--- src/rtl/txguard_pkg.sv ---
package txguard_pkg;

  typedef enum logic [1:0] {
    GM_OFF    = 2'd0,
    GM_ARMED  = 2'd1,
    GM_LOCKED = 2'd2
  } guardMode_e;

  // strobes from control to counter datapath
  typedef struct packed {
    logic lowClr;
    logic lowInc;
    logic highClr;
    logic highInc;
  } cntCtl_s;

endpackage

--- src/rtl/txguard_satcnt.sv ---
module txguard_satcnt #(
  parameter int unsigned LIMIT = 4
) (
  input  logic clk,
  input  logic rst_n,
  input  logic clr,
  input  logic inc,
  output logic atLimit
);
  localparam int unsigned CW = $clog2(LIMIT + 1);
  localparam logic [CW-1:0] CNT_TOP  = CW'(LIMIT);
  localparam logic [CW-1:0] CNT_LAST = CW'(LIMIT - 1);

  logic [CW-1:0] cnt;

  always_ff @(posedge clk or negedge rst_n) begin
    if (!rst_n)                   cnt <= '0;
    else if (clr)                 cnt <= '0;
    else if (inc && cnt != CNT_TOP) cnt <= cnt + 1'b1;
  end

  // the next counted tick completes the window
  assign atLimit = (cnt >= CNT_LAST);
endmodule

--- src/rtl/txguard_cnt.sv ---
module txguard_cnt
  import txguard_pkg::*;
#(
  parameter int unsigned TIMEOUT_TICKS = 40000,
  parameter int unsigned REARM_TICKS   = 11
) (
  input  logic    clk,
  input  logic    rst_n,
  input  cntCtl_s ctl,
  output logic    lowAtLimit,
  output logic    highAtLimit
);
  localparam int unsigned N_CNT = 2;

  logic [N_CNT-1:0] clrV, incV, atV;

  assign clrV = {ctl.highClr, ctl.lowClr};
  assign incV = {ctl.highInc, ctl.lowInc};

  for (genvar g = 0; g < N_CNT; g++) begin : g_cnt
    localparam int unsigned LIM = (g == 0) ? TIMEOUT_TICKS : REARM_TICKS;
    txguard_satcnt #(.LIMIT(LIM)) u_cnt (
      .clk    (clk),
      .rst_n  (rst_n),
      .clr    (clrV[g]),
      .inc    (incV[g]),
      .atLimit(atV[g])
    );
  end

  assign lowAtLimit  = atV[0];
  assign highAtLimit = atV[1];
endmodule

--- src/rtl/txguard_ctl.sv ---
module txguard_ctl
  import txguard_pkg::*;
(
  input  logic       clk,
  input  logic       rst_n,
  input  logic       txdIn,
  input  logic       normalActive,
  input  logic       tick,
  input  logic       lowAtLimit,
  input  logic       highAtLimit,
  output cntCtl_s    ctl,
  output logic       drvDominant,
  output logic       timeoutFlag
);
  guardMode_e mode, nextMode;
  logic       flag, nextFlag;

  always_comb begin
    ctl      = '0;
    nextMode = mode;
    nextFlag = flag;
    if (!normalActive) begin
      nextMode    = GM_OFF;
      nextFlag    = 1'b0;
      ctl.lowClr  = 1'b1;
      ctl.highClr = 1'b1;
    end else begin
      unique case (mode)
        GM_OFF: begin
          nextMode    = txdIn ? GM_ARMED : GM_LOCKED;
          ctl.lowClr  = 1'b1;
          ctl.highClr = 1'b1;
        end
        GM_ARMED: begin
          if (txdIn) begin
            ctl.lowClr = 1'b1;
          end else if (tick) begin
            if (lowAtLimit) begin
              nextMode    = GM_LOCKED;
              nextFlag    = 1'b1;
              ctl.lowClr  = 1'b1;
              ctl.highClr = 1'b1;
            end else begin
              ctl.lowInc = 1'b1;
            end
          end
        end
        GM_LOCKED: begin
          if (!txdIn) begin
            ctl.highClr = 1'b1;
          end else if (tick) begin
            if (highAtLimit) begin
              nextMode    = GM_ARMED;
              nextFlag    = 1'b0;
              ctl.lowClr  = 1'b1;
              ctl.highClr = 1'b1;
            end else begin
              ctl.highInc = 1'b1;
            end
          end
        end
        default: nextMode = GM_OFF;
      endcase
    end
  end

  always_ff @(posedge clk or negedge rst_n) begin
    if (!rst_n) begin
      mode <= GM_OFF;
      flag <= 1'b0;
    end else begin
      mode <= nextMode;
      flag <= nextFlag;
    end
  end

  assign drvDominant = normalActive && (mode == GM_ARMED) && !txdIn;
  assign timeoutFlag = flag;
endmodule

--- src/rtl/txd_dom_guard.sv ---
module txd_dom_guard
  import txguard_pkg::*;
#(
  parameter int unsigned TIMEOUT_TICKS = 40000,
  parameter int unsigned REARM_TICKS   = 11
) (
  input  logic clk,
  input  logic rst_n,
  input  logic txdIn,
  input  logic normalActive,
  input  logic tick,
  output logic drvDominant,
  output logic timeoutFlag
);
  cntCtl_s ctl;
  logic    lowAtLimit, highAtLimit;

  txguard_ctl u_ctl (
    .clk         (clk),
    .rst_n       (rst_n),
    .txdIn       (txdIn),
    .normalActive(normalActive),
    .tick        (tick),
    .lowAtLimit  (lowAtLimit),
    .highAtLimit (highAtLimit),
    .ctl         (ctl),
    .drvDominant (drvDominant),
    .timeoutFlag (timeoutFlag)
  );

  txguard_cnt #(
    .TIMEOUT_TICKS(TIMEOUT_TICKS),
    .REARM_TICKS  (REARM_TICKS)
  ) u_cnt (
    .clk        (clk),
    .rst_n      (rst_n),
    .ctl        (ctl),
    .lowAtLimit (lowAtLimit),
    .highAtLimit(highAtLimit)
  );
endmodule

--- config.mk ---
export PLATFORM = sky130hd
export DESIGN_NAME = txd_dom_guard
export DESIGN_NICKNAME = d
export VERILOG_FILES = /design/src/rtl/txguard_pkg.sv /design/src/rtl/txguard_satcnt.sv /design/src/rtl/txguard_cnt.sv /design/src/rtl/txguard_ctl.sv /design/src/rtl/txd_dom_guard.sv
export SDC_FILE = /design/constraint.sdc
export NUM_CORES = 1
export LEC_CHECK = 0
export ABC_AREA = 1
export BUFFER_PORTS_ARGS = -buffer_cell sky130_fd_sc_hd__buf_2
export CAP_MARGIN = 10
export CORE_MARGIN = 5
export CORE_UTILIZATION = 59
export CTS_CLUSTER_DIAMETER = 40
export DETAILED_ROUTE_END_ITERATION = 10
export GPL_TIMING_DRIVEN = 0
export PLACE_DENSITY = 0.79
export SLEW_MARGIN = 25
export SYNTH_ARGS = -nofsm -noshare
export SYNTH_HDL_FRONTEND = slang
export SYNTH_SLANG_ARGS = --single-unit
--- constraint.sdc ---
create_clock -name clk -period 4.7 [get_ports clk]
set_input_delay 0.235 -clock clk [delete_from_list [all_inputs] [get_ports clk]]
set_output_delay 0.235 -clock clk [all_outputs]
set_load 0.02 [all_outputs]
==> impl_metrics.json, run 1 <==
{
  "finalHoldViolCount": 0,
  "startpoint_type": "flop",
  "final_antenna_net_count": 0,
  "maxCapViolCount": 0,
  "grt_pass1_wl_mm": 5.31,
  "cpLargestDelayFamily": "simple AND/OR/NAND/NOR gates",
  "routed_wl_mm": 3.05,
  "cp_slowest_cell": "dfrtp_1",
  "status": "completed",
  "wl_per_cell_um": 11.2,
  "num_vias": 1388,
  "whs_ps": 219,
  "fin_nets": 252,
  "path_class": "flop to flop",
  "final_cell_mix": "nand2_1, inv_1, nor2_1",
  "fill_cells": 241,
  "htree_levels": 1,
  "place_inst": 267,
  "fp.dieArea_um2": 3830,
  "endpoint_kind": "flop",
  "drive_above_1_share_pct": 13.2,
  "timing.fmax_ghz": 0.539,
  "synth_edf_count": 0,
  "skew_ps": 11.3,
  "cp_num_buf_inv": 1,
  "max-vdd-ir-drop_v": 0.000288,
  "critPathRequiredTime_ps": 4920,
  "setup_viol": 0,
  "antenna_cells": 0,
  "area_growth_pct": 6.61,
  "final_common_cell": "nand2_1",
  "clock_latency_ps": 320,
  "clk_pin_slew_ps": 140,
  "antenna_found_initial": 0,
  "drc": 0,
  "grt_pass1_vias": 1276,
  "whs_path_depth": 3,
  "final_area_um2": 1700,
  "synth_area_um2": 1590,
  "initial_utilization_pct": 63.0,
  "setup_tns_ps": 0,
  "period_needed_ps": 1850,
  "fin_cells": 272,
  "critPathMaxStageDelay_ps": 420,
  "min_path_type": "primary input to flop",
  "avgSynthCellArea_um2": 6.88,
  "worst_pin_slew_ps": 493,
  "grt_usage_pct": 18.3,
  "cts_resized": 0,
  "cts_buffers": 3,
  "timing.final.crit_share_pct": 39.4,
  "async_reset_ff_share_pct": 100,
  "grt_max_degree": 24,
  "critPathMostFrequentCell": "nand2_1",
  "critPathMaxFanout": 10,
  "yosysSeqAreaShare_pct": 36.2,
  "clockRootBuffer": "clkbuf_4",
  "first_pass_iters": 4,
  "vias_per_cell": 5.10,
  "clock_path_buffers": 2,
  "synth_nets": 240,
  "place_congestion": 0.866,
  "yosysWarnings": 0,
  "reg2reg_depth": 11,
  "synthDistinctLibCells": 24,
  "gr-total-overflow": 0,
  "synth-seq-cells": 23,
  "tritoncts": "done",
  "portBuffers": 6,
  "cp.depth": 11,
  "fin_total_pwr_uw": 452,
  "numClockSinks": 23,
  "placementRows": 18,
  "rsz0062_at_grt": "no",
  "io_pins": 7,
  "syn_inst": 231,
  "die_x_um": 61.9,
  "path_cells": "ha_1 > nand3_1 > o21ai_0 > nand2_1 > nand2_2 > nand2_1 > nand2_1 > nand2_2 > nand2_4 > buf_6 > nor2_2",
  "worstPathArrival_ps": 2070,
  "place_area_um2": 1660,
  "post_cts_buffers": 0,
  "maxSlewHeadroom_pct": 67.1,
  "powerDensity_nw_per_um2": 267,
  "power.leakage_nw": 0.830,
  "dp_hpwl_mm": 2.34,
  "core_um2": 2520,
  "synth_top_flop_cell": "dfrtp_1",
  "drv_slew": 0,
  "drt_iter0_drc": 42,
  "die-height_um": 61.9
}
==> per-layer routing <==
layer	global-route usage (%)	part of all wire, %	up-vias
li1	-	-	749
met3	1.86	1.7	4
met4	6.36	1.1	0
met1	25.2	51	621
met5	0	0	-
met2	30.0	46	14
==> cell families after synthesis <==
| kind of cell | share of synthesized area, % |
|---|---|
| xor gates and xnor gates | 2.20 |
| buffers and inverters | 10.6 |
| DFF | 36.2 |
| AOI/OAI and AO/OA | 4.72 |
| and+or+nand+nor | 43.1 |
| adders and majority gates | 3.15 |
==> final timing paths <==
check                      slack, ps                                        to                               startpoint
min in group asynchronous        390  u_cnt.g_cnt[0].u_cnt.cnt[11]$_DFFE_PN0P_                                    rst_n
max                             2850   u_cnt.g_cnt[0].u_cnt.cnt[9]$_DFFE_PN0P_  u_cnt.g_cnt[0].u_cnt.cnt[1]$_DFFE_PN0P_
min reg2reg                      500             u_ctl.timeoutFlag$_DFFE_PN0P_            u_ctl.timeoutFlag$_DFFE_PN0P_
max in group asynchronous       3970   u_cnt.g_cnt[0].u_cnt.cnt[5]$_DFFE_PN0P_                                    rst_n
min                              220                 u_ctl.mode[0]$_DFFE_PN0P_                             normalActive
max reg2reg                     2850   u_cnt.g_cnt[0].u_cnt.cnt[9]$_DFFE_PN0P_  u_cnt.g_cnt[0].u_cnt.cnt[1]$_DFFE_PN0P_
==> layout make-up <==
class                           instances  area [um^2]  area share (%)
Timing Repair Buffer                    7         40.0            2.36
Inverter                               36          135            7.97
Clock inverter                          1         5.00           0.295
Clock buffer                            3         22.5            1.33
Buffer                                  3         33.8            1.99
Sequential cell                        23          576            33.9
Multi-Input combinational cell        169          846            49.9
Tap cell                               30         37.5            2.21
==> state kept, by name (all words and copies together), names as in the netlist <==
register	flops
u_ctl.mode	2
u_cnt.g_cnt.u_cnt.cnt	20
u_ctl.timeoutFlag	1
==> report_power, final <==
group	internal, mW	switching (mW)	leakage (nW)	total [mW]
Combinational	0.0420	0.0916	0.494	0.134
Sequential	0.210	0.0140	0.318	0.224
Clock	0.0319	0.0621	0.0177	0.0939
Total	0.284	0.168	0.830	0.452
==> through the flow <==
step                      util, %  setup slack (ps)
after CTS                    67.2              2840
after global placement       65.7              2880
final                        67.2              2850
after global routing         67.2              2670
after detailed placement     65.7              2880
after floorplan                 -              3120
==> cell usage after synthesis, types with 2 or more instances <==
library cell,number,area (um^2)
a21oi_1,3,15.0
nand4_1,10,62.6
inv_1,34,128
nor2_4,2,22.5
nand3_1,24,120
nor3_1,2,10.0
o21ai_0,6,30.0
nand2_2,4,25.0
inv_2,2,7.51
nor2_1,30,113
nand2_1,65,244
nor2_2,7,43.8
buf_6,3,33.8
ha_1,4,50.1
dfrtp_1,23,576
xor2_1,4,35.0
==> worst register-to-register path, stage by stage, from the launching register on <==
cell and delay, ps:
dfrtp_1 420, ha_1 210, nand3_1 120, o21ai_0 180, nand2_1 110, nand2_2 120
nand2_1 90, nand2_1 80, nand2_2 100, nand2_4 100, buf_6 160, nor2_2 50
==> repair_timing <==
item	4_1_cts	5_1_grt
hold endpoints to repair	23	0
endpoints found under the setup margin	0	0
hold buffers	1	0
(Power assumes the default switching activity.)
==> run 2, diff against run 1 <==
CORE_UTILIZATION = 55   (was 59)
PLACE_DENSITY = 0.77   (was 0.79)
clock period = 1.7 ns   (was 4.7 ns; I/O delays follow)
==> impl_metrics.json, run 2 (same netlist as run 1, synthesis figures left out) <==
{
  "status": "completed",
  "skew_ps": 3.24,
  "vias_per_cell": 5.26,
  "place_congestion": 0.819,
  "routed_wl_mm": 3.53,
  "portBuffers": 6,
  "grt_pass1_wl_mm": 5.73,
  "initial_utilization_pct": 57.7,
  "worstPathArrival_ps": 1920,
  "drive_above_1_share_pct": 26.6,
  "path_cells": "ha_2 > nand3_2 > o21ai_2 > nand2_1 > nand2_2 > nor2_4 > buf_4 > nand4_1 > nand2_1 > nor2_1",
  "area_growth_pct": 21.0,
  "timing.final.crit_share_pct": 99.6,
  "power.leakage_nw": 0.928,
  "cp_slowest_cell": "dfrtp_1",
  "grt_max_degree": 24,
  "period_needed_ps": 1690,
  "min_path_type": "primary input to flop",
  "tritoncts": "done",
  "io_pins": 7,
  "maxSlewHeadroom_pct": 65.1,
  "grt_pass1_vias": 1466,
  "clock_path_buffers": 2,
  "worst_pin_slew_ps": 524,
  "fin_nets": 269,
  "startpoint_type": "flop",
  "antenna_found_initial": 0,
  "fill_cells": 226,
  "cpLargestDelayFamily": "simple AND/OR/NAND/NOR gates",
  "critPathLaunch": "u_cnt.g_cnt[0].u_cnt.cnt[0]$_DFFE_PN0P_",
  "num_vias": 1524,
  "final_antenna_net_count": 0,
  "gr-total-overflow": 0,
  "critPathMaxStageDelay_ps": 420,
  "fp.dieArea_um2": 4070,
  "r2r-start": "u_cnt.g_cnt[0].u_cnt.cnt[0]$_DFFE_PN0P_",
  "numClockSinks": 23,
  "critPathMostFrequentCell": "nand2_1",
  "clockRootBuffer": "clkbuf_4",
  "clock_latency_ps": 320,
  "final_common_cell": "nand2_1",
  "min_from": "normalActive",
  "maxCapViolCount": 0,
  "first_pass_iters": 4,
  "max-vdd-ir-drop_v": 0.000853,
  "utilization_pct": 69.8,
  "critPathRequiredTime_ps": 1920,
  "rsz0062_at_grt": "yes",
  "final_cell_mix": "nand2_1, inv_1, nor2_1",
  "dp_hpwl_mm": 2.27,
  "seq_area_um2": 576,
  "powerDensity_nw_per_um2": 737,
  "largest_reg_flops": 20,
  "timing.fmax_ghz": 0.591,
  "clk_pin_slew_ps": 130,
  "drc": 0,
  "fin_total_pwr_mw": 1.42,
  "cts_buffers": 3,
  "setup_viol": 0,
  "multi_input_area_um2": 920,
  "critPathMaxFanout": 8,
  "antenna_cells": 0,
  "core_um2": 2760,
  "grt_usage_pct": 17.3,
  "endpoint_kind": "flop",
  "whs_ps": 53.6,
  "finalHoldViolCount": 0,
  "die_x_um": 63.8,
  "cp_num_buf_inv": 1,
  "wl_per_cell_um": 12.2,
  "drv_slew": 0,
  "placementRows": 19,
  "top_register": "u_cnt.g_cnt.u_cnt.cnt",
  "die-height_um": 63.8,
  "htree_levels": 1,
  "path_class": "flop to flop",
  "drt_iter0_drc": 47
}
-- run 2: cell types whose count changed in the layout (fill, tap and decap cells not counted), moves of 3 or more --
| cell | previous run | this run |
|---|---|---|
| buf_4 | 0 | 12 |
| buf_6 | 3 | 7 |
| ha_1 | 4 | 1 |
| ha_2 | 0 | 3 |
| nand2_1 | 65 | 58 |
| nand2_2 | 4 | 10 |
| nor2_1 | 30 | 26 |
| nor2_2 | 7 | 10 |
-- run 2: what timing repair did --
action,in CTS,in global routing
setup buffers,16,2
endpoints found under the hold margin,23,0
pin swaps,11,16
hold buffers,1,0
gates cloned,1,2
setup endpoints to repair,20,20
resized for setup,11,25
-- run 2: worst paths after layout --
path / cells past startpoint / endpoint / slack [ps]
min in group asynchronous: 2 / u_cnt.g_cnt[1].u_cnt.cnt[0]$_DFFE_PN0P_ / 260
max reg2reg: 10 / u_cnt.g_cnt[0].u_cnt.cnt[12]$_DFFE_PN0P_ / 7
max in group asynchronous: 2 / u_cnt.g_cnt[0].u_cnt.cnt[9]$_DFFE_PN0P_ / 1090
max: 10 / u_cnt.g_cnt[0].u_cnt.cnt[12]$_DFFE_PN0P_ / 7
min reg2reg: 2 / u_ctl.timeoutFlag$_DFFE_PN0P_ / 480
min: 3 / u_ctl.mode[0]$_DFFE_PN0P_ / 50
-- run 2: layer usage --
layer	routed length, um	share of wire [%]	track usage [%]	up-vias
li1	-	-	-	784
met1	1480	42	20.2	684
met2	1820	51	31.1	51
met3	188	5.3	2.80	5
met4	44	1.2	7.53	0
met5	0	0	0	-
-- run 2: power by group --
part	internal [mW]	switching, mW
Clock	0.0919	0.169
Sequential	0.582	0.0360
Combinational	0.222	0.317
Total	0.896	0.522
-- run 2: per-stage QoR --
stage          cell area (um^2)  TNS, ps  instances  setup WS (ps)
2_1_floorplan              1590        0        231            116
3_3_place_gp               1660    -1130        268           -109
3_5_place_dp               1660    -1270        268           -122
4_1_cts                    1890    -1.36        290          -1.36
5_1_grt                    1920    -1090        290           -102
6_report                   1920        0        290           6.53
-- run 2: cell type report --
cell class | instances | share of cell area (%)
plain buffers | 2 | 1.17
well taps | 31 | 2.02
multi-input cells | 169 | 47.8
flip-flops and latches | 23 | 29.9
inverters | 36 | 7.02
repair buffers | 25 | 10.7
clock buffers | 4 | 1.37
-- run 2: worst register-to-register path, stage by stage (launching register included) --
cell,delay (ps)
dfrtp_1,420
ha_2,200
nand3_2,100
o21ai_2,60
nand2_1,100
nand2_2,100
nor2_4,230
buf_4,190
nand4_1,80
nand2_1,80
nor2_1,40
